===== config.mk =====
export PLATFORM = sky130hd
export DESIGN_NAME = node_router
export DESIGN_NICKNAME = d
export VERILOG_FILES = /design/src/rtl/node_router_pkg.sv /design/src/rtl/route_table.sv /design/src/rtl/route_select.sv /design/src/rtl/port_tracker.sv /design/src/rtl/node_router.sv
export SDC_FILE = /design/constraint.sdc
export NUM_CORES = 1
export LEC_CHECK = 0
export ABC_CLOCK_PERIOD_IN_PS = 5870
export BUFFER_PORTS_ARGS = -buffer_cell sky130_fd_sc_hd__buf_2
export CORE_AREA = 2 2 101 103
export CTS_CLUSTER_SIZE = 16
export DETAILED_ROUTE_END_ITERATION = 10
export DIE_AREA = 0 0 103 105
export PLACE_DENSITY = 0.84
export SYNTH_ARGS = -nofsm -noshare
export SYNTH_HDL_FRONTEND = slang
export SYNTH_SLANG_ARGS = --single-unit

===== constraint.sdc =====
create_clock -name clk -period 5.87 [get_ports clk]
set_input_delay 0.587 -clock clk [delete_from_list [all_inputs] [get_ports clk]]
set_output_delay 0.587 -clock clk [all_outputs]
set_load 0.02 [all_outputs]

===== src/rtl/node_router_pkg.sv =====
package node_router_pkg;

    parameter int TOK_W = 16;
    localparam int BIT_IDX_W = $clog2(TOK_W);
    localparam logic [TOK_W-1:0] END_CODE = TOK_W'(1);

    typedef struct packed {
        logic             ctrl;
        logic [TOK_W-1:0] data;
    } tok_t;

    typedef enum logic {
        PS_IDLE = 1'b0,
        PS_BUSY = 1'b1
    } pstate_e;

    function automatic logic is_end(tok_t t);
        return t.ctrl && (t.data == END_CODE);
    endfunction

    // Index of the highest set bit of a non-zero difference vector.
    function automatic logic [BIT_IDX_W-1:0] top_set_bit(logic [TOK_W-1:0] x);
        logic [BIT_IDX_W-1:0] pos;
        pos = '0;
        for (int b = 0; b < TOK_W; b++) begin
            if (x[b]) pos = BIT_IDX_W'(b);
        end
        return pos;
    endfunction

endpackage


===== src/rtl/route_table.sv =====
module route_table #(
    parameter int N_ENT = 16,
    parameter int DIR_W = 2,
    localparam int ADDR_W = $clog2(N_ENT)
) (
    input  logic                   clk,
    input  logic                   rst,
    input  logic                   we,
    input  logic [ADDR_W-1:0]      addr,
    input  logic [DIR_W-1:0]       dir,
    output logic [N_ENT*DIR_W-1:0] tbl_flat
);
    logic [DIR_W-1:0] ent_q [N_ENT];

    always_ff @(posedge clk) begin
        if (rst) begin
            for (int e = 0; e < N_ENT; e++) ent_q[e] <= '0;
        end else if (we) begin
            ent_q[addr] <= dir;
        end
    end

    for (genvar e = 0; e < N_ENT; e++) begin : g_flat
        assign tbl_flat[e*DIR_W +: DIR_W] = ent_q[e];
    end
endmodule


===== src/rtl/route_select.sv =====
module route_select
    import node_router_pkg::*;
#(
    parameter int N_LINK = 4,
    localparam int DIR_W = $clog2(N_LINK),
    localparam int N_OUT = N_LINK + 1,
    localparam int OUT_W = $clog2(N_OUT)
) (
    input  logic [TOK_W-1:0]       dest,
    input  logic [TOK_W-1:0]       own,
    input  logic [TOK_W*DIR_W-1:0] tbl_flat,
    output logic [OUT_W-1:0]       sel
);
    logic [TOK_W-1:0]     diff;
    logic [BIT_IDX_W-1:0] pos;
    logic [DIR_W-1:0]     dir;

    always_comb begin
        diff = dest ^ own;
        pos  = top_set_bit(diff);
        dir  = tbl_flat[pos*DIR_W +: DIR_W];
        if (diff == '0) sel = OUT_W'(N_LINK);
        else            sel = OUT_W'(dir);
    end
endmodule


===== src/rtl/port_tracker.sv =====
module port_tracker
    import node_router_pkg::*;
#(
    parameter int OUT_W = 3
) (
    input  logic             clk,
    input  logic             rst,
    input  tok_t             tok,
    input  logic             xfer,
    input  logic             grant,
    input  logic [OUT_W-1:0] want,
    output logic             busy,
    output logic [OUT_W-1:0] hold
);
    pstate_e          st_q;
    logic [OUT_W-1:0] hold_q;

    always_ff @(posedge clk) begin
        if (rst) begin
            st_q   <= PS_IDLE;
            hold_q <= '0;
        end else begin
            unique case (st_q)
                PS_IDLE: if (grant && !(xfer && is_end(tok))) begin
                    st_q   <= PS_BUSY;
                    hold_q <= want;
                end
                PS_BUSY: if (xfer && is_end(tok)) st_q <= PS_IDLE;
                default: st_q <= PS_IDLE;
            endcase
        end
    end

    assign busy = (st_q == PS_BUSY);
    assign hold = hold_q;
endmodule


===== src/rtl/node_router.sv =====
module node_router
    import node_router_pkg::*;
#(
    parameter int N_IN   = 2,
    parameter int N_LINK = 4,
    localparam int ID_W   = TOK_W,
    localparam int N_OUT  = N_LINK + 1,
    localparam int OUT_W  = $clog2(N_OUT),
    localparam int DIR_W  = $clog2(N_LINK),
    localparam int ADDR_W = $clog2(ID_W)
) (
    input  logic                   clk,
    input  logic                   rst,
    input  logic [ID_W-1:0]        own_id,
    input  logic                   tbl_we,
    input  logic [ADDR_W-1:0]      tbl_addr,
    input  logic [DIR_W-1:0]       tbl_dir,
    input  logic [N_IN-1:0]        in_valid,
    input  logic [N_IN-1:0]        in_ctrl,
    input  logic [N_IN*TOK_W-1:0]  in_data,
    output logic [N_IN-1:0]        in_ready,
    output logic [N_OUT-1:0]       out_valid,
    output logic [N_OUT-1:0]       out_ctrl,
    output logic [N_OUT*TOK_W-1:0] out_data,
    input  logic [N_OUT-1:0]       out_ready
);
    logic [ID_W*DIR_W-1:0] tbl_flat;
    tok_t                  in_tok  [N_IN];
    logic [OUT_W-1:0]      want    [N_IN];
    logic [OUT_W-1:0]      hold    [N_IN];
    logic [OUT_W-1:0]      sel     [N_IN];
    logic [N_IN-1:0]       busy;
    logic [N_IN-1:0]       grant;
    logic [N_IN-1:0]       conn;
    logic [N_OUT-1:0]      taken;

    route_table #(.N_ENT(ID_W), .DIR_W(DIR_W)) table_i (
        .clk      (clk),
        .rst      (rst),
        .we       (tbl_we),
        .addr     (tbl_addr),
        .dir      (tbl_dir),
        .tbl_flat (tbl_flat)
    );

    for (genvar i = 0; i < N_IN; i++) begin : g_in
        assign in_tok[i].ctrl = in_ctrl[i];
        assign in_tok[i].data = in_data[i*TOK_W +: TOK_W];

        route_select #(.N_LINK(N_LINK)) sel_i (
            .dest     (in_tok[i].data),
            .own      (own_id),
            .tbl_flat (tbl_flat),
            .sel      (want[i])
        );

        port_tracker #(.OUT_W(OUT_W)) trk_i (
            .clk   (clk),
            .rst   (rst),
            .tok   (in_tok[i]),
            .xfer  (in_valid[i] && in_ready[i]),
            .grant (grant[i]),
            .want  (want[i]),
            .busy  (busy[i]),
            .hold  (hold[i])
        );
    end

    // Fixed-priority circuit setup: outputs held by a circuit are taken,
    // then idle inputs claim free outputs from index 0 upward.
    always_comb begin
        taken = '0;
        grant = '0;
        for (int i = 0; i < N_IN; i++) begin
            if (busy[i]) taken[hold[i]] = 1'b1;
        end
        for (int i = 0; i < N_IN; i++) begin
            if (!busy[i] && in_valid[i] && !taken[want[i]]) begin
                grant[i]       = 1'b1;
                taken[want[i]] = 1'b1;
            end
        end
        for (int i = 0; i < N_IN; i++) begin
            conn[i] = busy[i] || grant[i];
            sel[i]  = busy[i] ? hold[i] : want[i];
        end
    end

    always_comb begin
        out_valid = '0;
        out_ctrl  = '0;
        out_data  = '0;
        in_ready  = '0;
        for (int o = 0; o < N_OUT; o++) begin
            for (int i = 0; i < N_IN; i++) begin
                if (conn[i] && sel[i] == OUT_W'(o)) begin
                    out_valid[o]                 = in_valid[i];
                    out_ctrl[o]                  = in_tok[i].ctrl;
                    out_data[o*TOK_W +: TOK_W]   = in_tok[i].data;
                    in_ready[i]                  = out_ready[o];
                end
            end
        end
    end
endmodule


# --- Word-level counts from Yosys, hierarchy flattened ---
# Memories as Yosys holds them, arrays and structs flattened.
# Cells that the tools add are included.
op_classes:
  order_cmp: 7
  n_eq_ne: 10
  shifts: 2
  mux: 103
  bitwise_logic: 6
  n_reduce_logical: 40
op_table:
  columns: ["operator", "n"]
  rows:
  - ["two-way mux 16 bit", 10]
  - ["two-way mux 4 bit", 17]
  - ["variable part select 32 x 6 -> 2 bit", 2]
  - ["two-way mux 1 bit", 49]
  - ["two-way mux 3 bit", 12]
  - ["== test 16 x 1 -> 1 bit (second input constant)", 2]
  - ["zero test 16 bit", 2]
  - ["XOR 16 bit", 2]
  - ["logical AND 1 bit", 25]
  - ["< comparator 3 x 4 -> 1 bit (second input constant)", 4]
  - ["two-way mux 5 bit", 3]
  - ["== test 3 x 2 -> 1 bit (second input constant)", 4]
  - ["two-way mux 2 bit", 5]
  - ["bitwise OR 5 bit", 2]
  - ["demux 1 bit (select 3 bit)", 3]
  - ["greater-or-equal comparator 3 x 1 -> 1 bit (second input constant)", 3]
  - ["binary-select mux 1 bit (select 3 bit)", 2]
  - ["== test 3 x 1 -> 1 bit (second input constant)", 2]
  - ["== test 3 bit (second input constant)", 2]
  - ["zero test 1 bit", 6]
  - ["zero test 3 bit", 2]
  - ["case mux 1 bit (2 select lines)", 2]
  - ["AND reduction 2 bit", 2]
  - ["logical OR 1 bit", 2]
  - ["2 further kinds", 3]
totals:
  register_bits: 8
  ram_bits: 32
  memories: 1
memory_table:
  columns: ["name", "depth", "width", "rd", "rd_clocked_by_memory_dff", "write_ports", "line_no", "source"]
  rows:
  - ["table_i.ent_q", 16, 2, 16, 0, 16, "route_table.sv:13", "logic [DIR_W-1:0] ent_q [N_ENT];"]

# --- Longest topological paths before layout ---
depth:
  word_depth: 42
  depth_mapped: 18
  depth_no_buf: 14

# --- Cells and area by module ---
# A second synthesis with hierarchy kept.
hier_totals:
  hier_cells: 697
  area_unflattened_um2: 5491.5
modules_own_cells:
  columns: ["mod", "n_inst", "cells_per_inst", "area_each_um2", "seq_area_each_um2"]
  rows:
  - ["node_router", 1, 331, 1944.4, 0.0]
  - ["route_select", 2, 104, 808.3, 0.0]
  - ["route_table", 1, 102, 1395.1, 960.9]
  - ["port_tracker", 2, 28, 267.8, 80.1]

# --- Worst setup path before layout ---
# OpenSTA, ideal clock, no wires.
synth_path:
  path_type: "in2out"
  from: "input port in_data[21]"
  to: "output port out_ctrl[1]"
  arrival_time_ps: 4612
  t_required_ps: 5283
  slack_ps: 671
  path_stages: 15
  n_path_buf: 2
  path_cell_list: "buf_2 -> xor2_1 -> a211oi_1 -> o2111ai_1 -> a221oi_2 -> mux4_2 -> a22oi_2 -> nand3_4 -> mux2_1 -> mux2_2 -> o211a_4 -> a21oi_2 -> a21oi_1 -> clkbuf_1 -> o21ai_0"
synth_via:
  elab_chain_cells: 22
  elab_cells_between_ends: 25
synth_rtl:
  columns: ["element", "line_no", "source"]
  rows:
  - ["start, declared", "node_router.sv:20", "input logic [N_IN*TOK_W-1:0] in_data,"]
  - ["XOR 16 bit *", "route_select.sv:19", "diff = dest ^ own;"]
  - ["two-way mux 3 bit (3 in a row)", "node_router_pkg.sv:26", "if (x[b]) pos = BIT_IDX_W'(b);"]
  - ["two-way mux 4 bit (8 in a row)", "node_router_pkg.sv:26", null]
  - ["variable part select 32 x 6 -> 2 bit", "route_select.sv:21", "dir = tbl_flat[pos*DIR_W +: DIR_W];"]
  - ["two-way mux 3 bit *", "route_select.sv:22", "if (diff == '0) sel = OUT_W'(N_LINK);"]
  - ["binary-select mux 1 bit (select 3 bit)", "node_router.sv:78", "if (!busy[i] && in_valid[i] && !taken[want[i]]) begin"]
  - ["two-way mux 1 bit (implied by the code)", "node_router.sv:78", null]
  - ["zero test 1 bit", "node_router.sv:78", null]
  - ["logical AND 1 bit", "node_router.sv:78", null]
  - ["two-way mux 1 bit", "node_router.sv:78", null]
  - ["logical OR 1 bit", "node_router.sv:84", "conn[i] = busy[i] || grant[i];"]
  - ["logical AND 1 bit *", "node_router.sv:96", "if (conn[i] && sel[i] == OUT_W'(o)) begin"]
  - ["two-way mux 1 bit *", "node_router.sv:96", null]
  - ["end, declared", "node_router.sv:23", "output logic [N_OUT-1:0] out_ctrl,"]
# Every way passes the cells marked *; elsewhere a longest branch is shown, timed or not. The select of a mux whose other input is x is not followed.

# --- Worst setup path in the final report ---
layout_path:
  from: "input port in_data[21]"
  to: "output port out_data[6]"
layout_via:
  elab_chain_cells: 22
  elab_cells_between_ends: 25
layout_rtl:
  columns: ["element", "line_no", "source"]
  rows:
  - ["XOR 16 bit *", "route_select.sv:19", null]
  - ["two-way mux 3 bit (3 in a row)", "node_router_pkg.sv:26", null]
  - ["two-way mux 4 bit (8 in a row)", "node_router_pkg.sv:26", null]
  - ["variable part select 32 x 6 -> 2 bit", "route_select.sv:21", null]
  - ["two-way mux 3 bit *", "route_select.sv:22", null]
  - ["binary-select mux 1 bit (select 3 bit)", "node_router.sv:78", null]
  - ["two-way mux 1 bit (implied by the code)", "node_router.sv:78", null]
  - ["zero test 1 bit", "node_router.sv:78", null]
  - ["logical AND 1 bit", "node_router.sv:78", null]
  - ["two-way mux 1 bit", "node_router.sv:78", null]
  - ["logical OR 1 bit", "node_router.sv:84", null]
  - ["logical AND 1 bit *", "node_router.sv:96", null]
  - ["two-way mux 16 bit *", "node_router.sv:96", null]
  - ["end, declared", "node_router.sv:24", "output logic [N_OUT*TOK_W-1:0] out_data,"]
# Marks and branches as above.

==> metrics.txt <==
Critical path buffers and inverters 3; crit-path leading delay family compound AO/OA/AOI/OAI gates; crit path capture type output pin; register area share after synthesis 22.3%; DRC marker count from the first detailed-route iteration between 500 and 600; Peak VDD IR 0.214 mV; Final min period approximately 5.6 ns; TritonRoute pass-1 iters 6; Worst path slowest cell mux4_2; WL/cell approximately 19 um; Routed Antenna Nets 0; Clock Tree Root clkbuf_8; hold path startpoint g_in[1].trk_i.hold[2]; final setup violation count 0; Worst Path Required 5.28 ns; Mean Syn Cell Area a little under 8 um2; Max FO, Critical Path 36; synthesized flop and latch total 40; r2r setup slk around 2.4 ns; Net Count, Synth 703; clk buf depth 2; first-pass GRT wire length 26,200 um; Power Total 1.52 mW; CP dominant cell by count buf_2; CP cell instances buf_2, xor2_1, a211oi_1, o2111ai_1, a221oi_4, mux4_2, a22oi_2, nand3_4, mux2_1, mux2_2, o211a_4, nor2_1, o21ai_2, buf_4, o21ai_0, buf_2; ratio of cells with drive above 1 in the final layout between 30% and 40%; max cap viols 0; YS warnings 0; Leak ~2.7 nW; Pwr per Cell Area 249 nW/um2; Gate Count Post-Synth 637; CTS tree done; Horiz. Die Dim just over 100 um; top cells by count, synth a22o_1 (55), nand3_1 (53), o21ai_0 (44); asr flop ratio synth 0%; Site Rows 36; Data arrival, critical path around 5.0 ns; HP Class flip-flop to flip-flop; fill count between 800 and 900; Least-Margin Pin Slew 0.795 ns; Final Hold Vio Count 0; Area contributors post-synth edfxtp_1 (19%), a22o_1 (9.6%), nand3_1 (5.3%), and2_1 (4.7%), o21ai_0 (4.4%); Die H about 110 um; Layout area overhead 21.3%; hold_buf cts 0; CTS clock-pin slew for the worst setup and hold paths about 0.07 ns; max incr delay on CP 0.58 ns; Placed Cells between 900 and 1,000; vias in the first global route 5,157; Initial Utilization a little over half; Yosys top cell by area edfxtp_1; post-detail-place hpwl 13,300 um; Congestion Overflow GR 0; core area 9640 um2; Final Skew 0.00455 ns; overall routing resource usage a little under a third; status finished, final reports clean; Synth cell types 80; final worst path period share roughly 95%; htree depth 2; GPL Wtd Cong slightly below 1; number of enable flip-flop cells after synthesis 32; pin count of the biggest net entering global routing 37; Achievable Freq 179 MHz; Synth Flop Type edfxtp_1; WL final around 17,000 um; cts bufs inserted 5; # nets final ~840; # IOs 158; antenna violations before repair 1; clock sinks 40; routed via count between 5,000 and 6,000; worst r2r src g_in[1].trk_i.busy; setup TNS 0 ns; RSZ-0062 raised after global routing no; IO buf count ~160; DRC 0; Setup CP Type input pin to output pin; fin area ~6100 um2; full die area approximately 11,000 um2; origin of the worst setup path in_data[21]; vias per cell roughly 6.3; Slew Limit Fails 0; top-count cell post-synth a22o_1; max_slew headroom 47.0%; Skew-Pair Late Insertion Delay between 0.2 and 0.3 ns; area post-placement 5930 um2; Syn Std Cell Area between 5000 and 6000 um2; post-synth top area share a little under a fifth; Worst Setup Start Kind input pin; Cell Count, Final, Fillers Out between 900 and 1,000
metrics by stage:
step                hold slack [ns]  worst slack (ns)  utilization, %
floorplan                     0.487             0.671               -
global route                  0.578            0.0399            63.2
global placement              0.524             0.151            61.5
finish                        0.550             0.278            63.2
detailed placement            0.541            0.0861            61.5
CTS                           0.552            0.0762            62.7
kinds of logic after synthesis:
kind of cell / after synthesis / share of synthesized area (%)
buffers and inverters: 79 / 6.80
xor gates and xnor gates: 44 / 7.97
AOI/OAI and AO/OA: 194 / 28.9
and+or+nand+nor: 253 / 27.9
muxes: 27 / 6.11
DFF: 40 / 22.3
power breakdown:
part           internal (mW)  switching [mW]
clock                  0.126          0.0947
sequential             0.327          0.0271
combinational          0.348           0.596
state kept, by name, summed over array words and instances (netlist names):
name and flops:
table_i.ent_q 32, g_in.trk_i.busy 2, g_in.trk_i.hold 6
worst reg2reg max path: cells and delay by family (launching register included):
kind / cells / cell delay [ns]
flops: 1 / 0.47
simple gates: 2 / 0.76
compound gates: 8 / 1.56
mux: 1 / 0.17
buf+inv: 2 / 0.45
layout by cell type, fill, tap and decap left out, types with 20 or more instances in the layout:
cell        n
nand3_1    53
o21ai_0    44
a22o_1     55
xnor2_1    22
buf_2     157
xor2_1     20
nand2_1    41
buf_4      23
inv_1      31
nor2_1     41
edfxtp_1   32
and2_1     38
path summary, 6_finish.rpt:
kind | endpoint | depth (start not counted)
setup / recovery | out_data[6] | 16
hold / removal | g_in[1].trk_i.hold[2] | 2
setup reg to reg | g_in[1].trk_i.busy | 13
hold reg to reg | g_in[1].trk_i.hold[2] | 2
repair_timing:
item / in CTS / in global routing
setup buffers: 0 / 1
resized for setup: 0 / 4
setup endpoints to repair: 0 / 44
layer usage:
metal / up-vias / share of wire (%) / track usage [%]
met4: 0 / 4.3 / 13.8
li1: 2656 / - / -
met2: 400 / 48 / 49.7
met3: 68 / 8.5 / 2.94
met5: - / 0 / 0
met1: 2627 / 39 / 39.6
cell type report:
cell class              count  area [um2]  area share [%]
inverters                  31         116            1.91
clock inverters             3        42.5           0.699
repair buffers            181         978            16.1
flip-flops and latches     40        1120            18.4
clock buffers               5        68.8            1.13
multi-input cells         518        3590            59.0
diodes                      1        2.50          0.0411
well taps                 133         166            2.73
No activity file was read; power rests on OpenSTA's default activity.
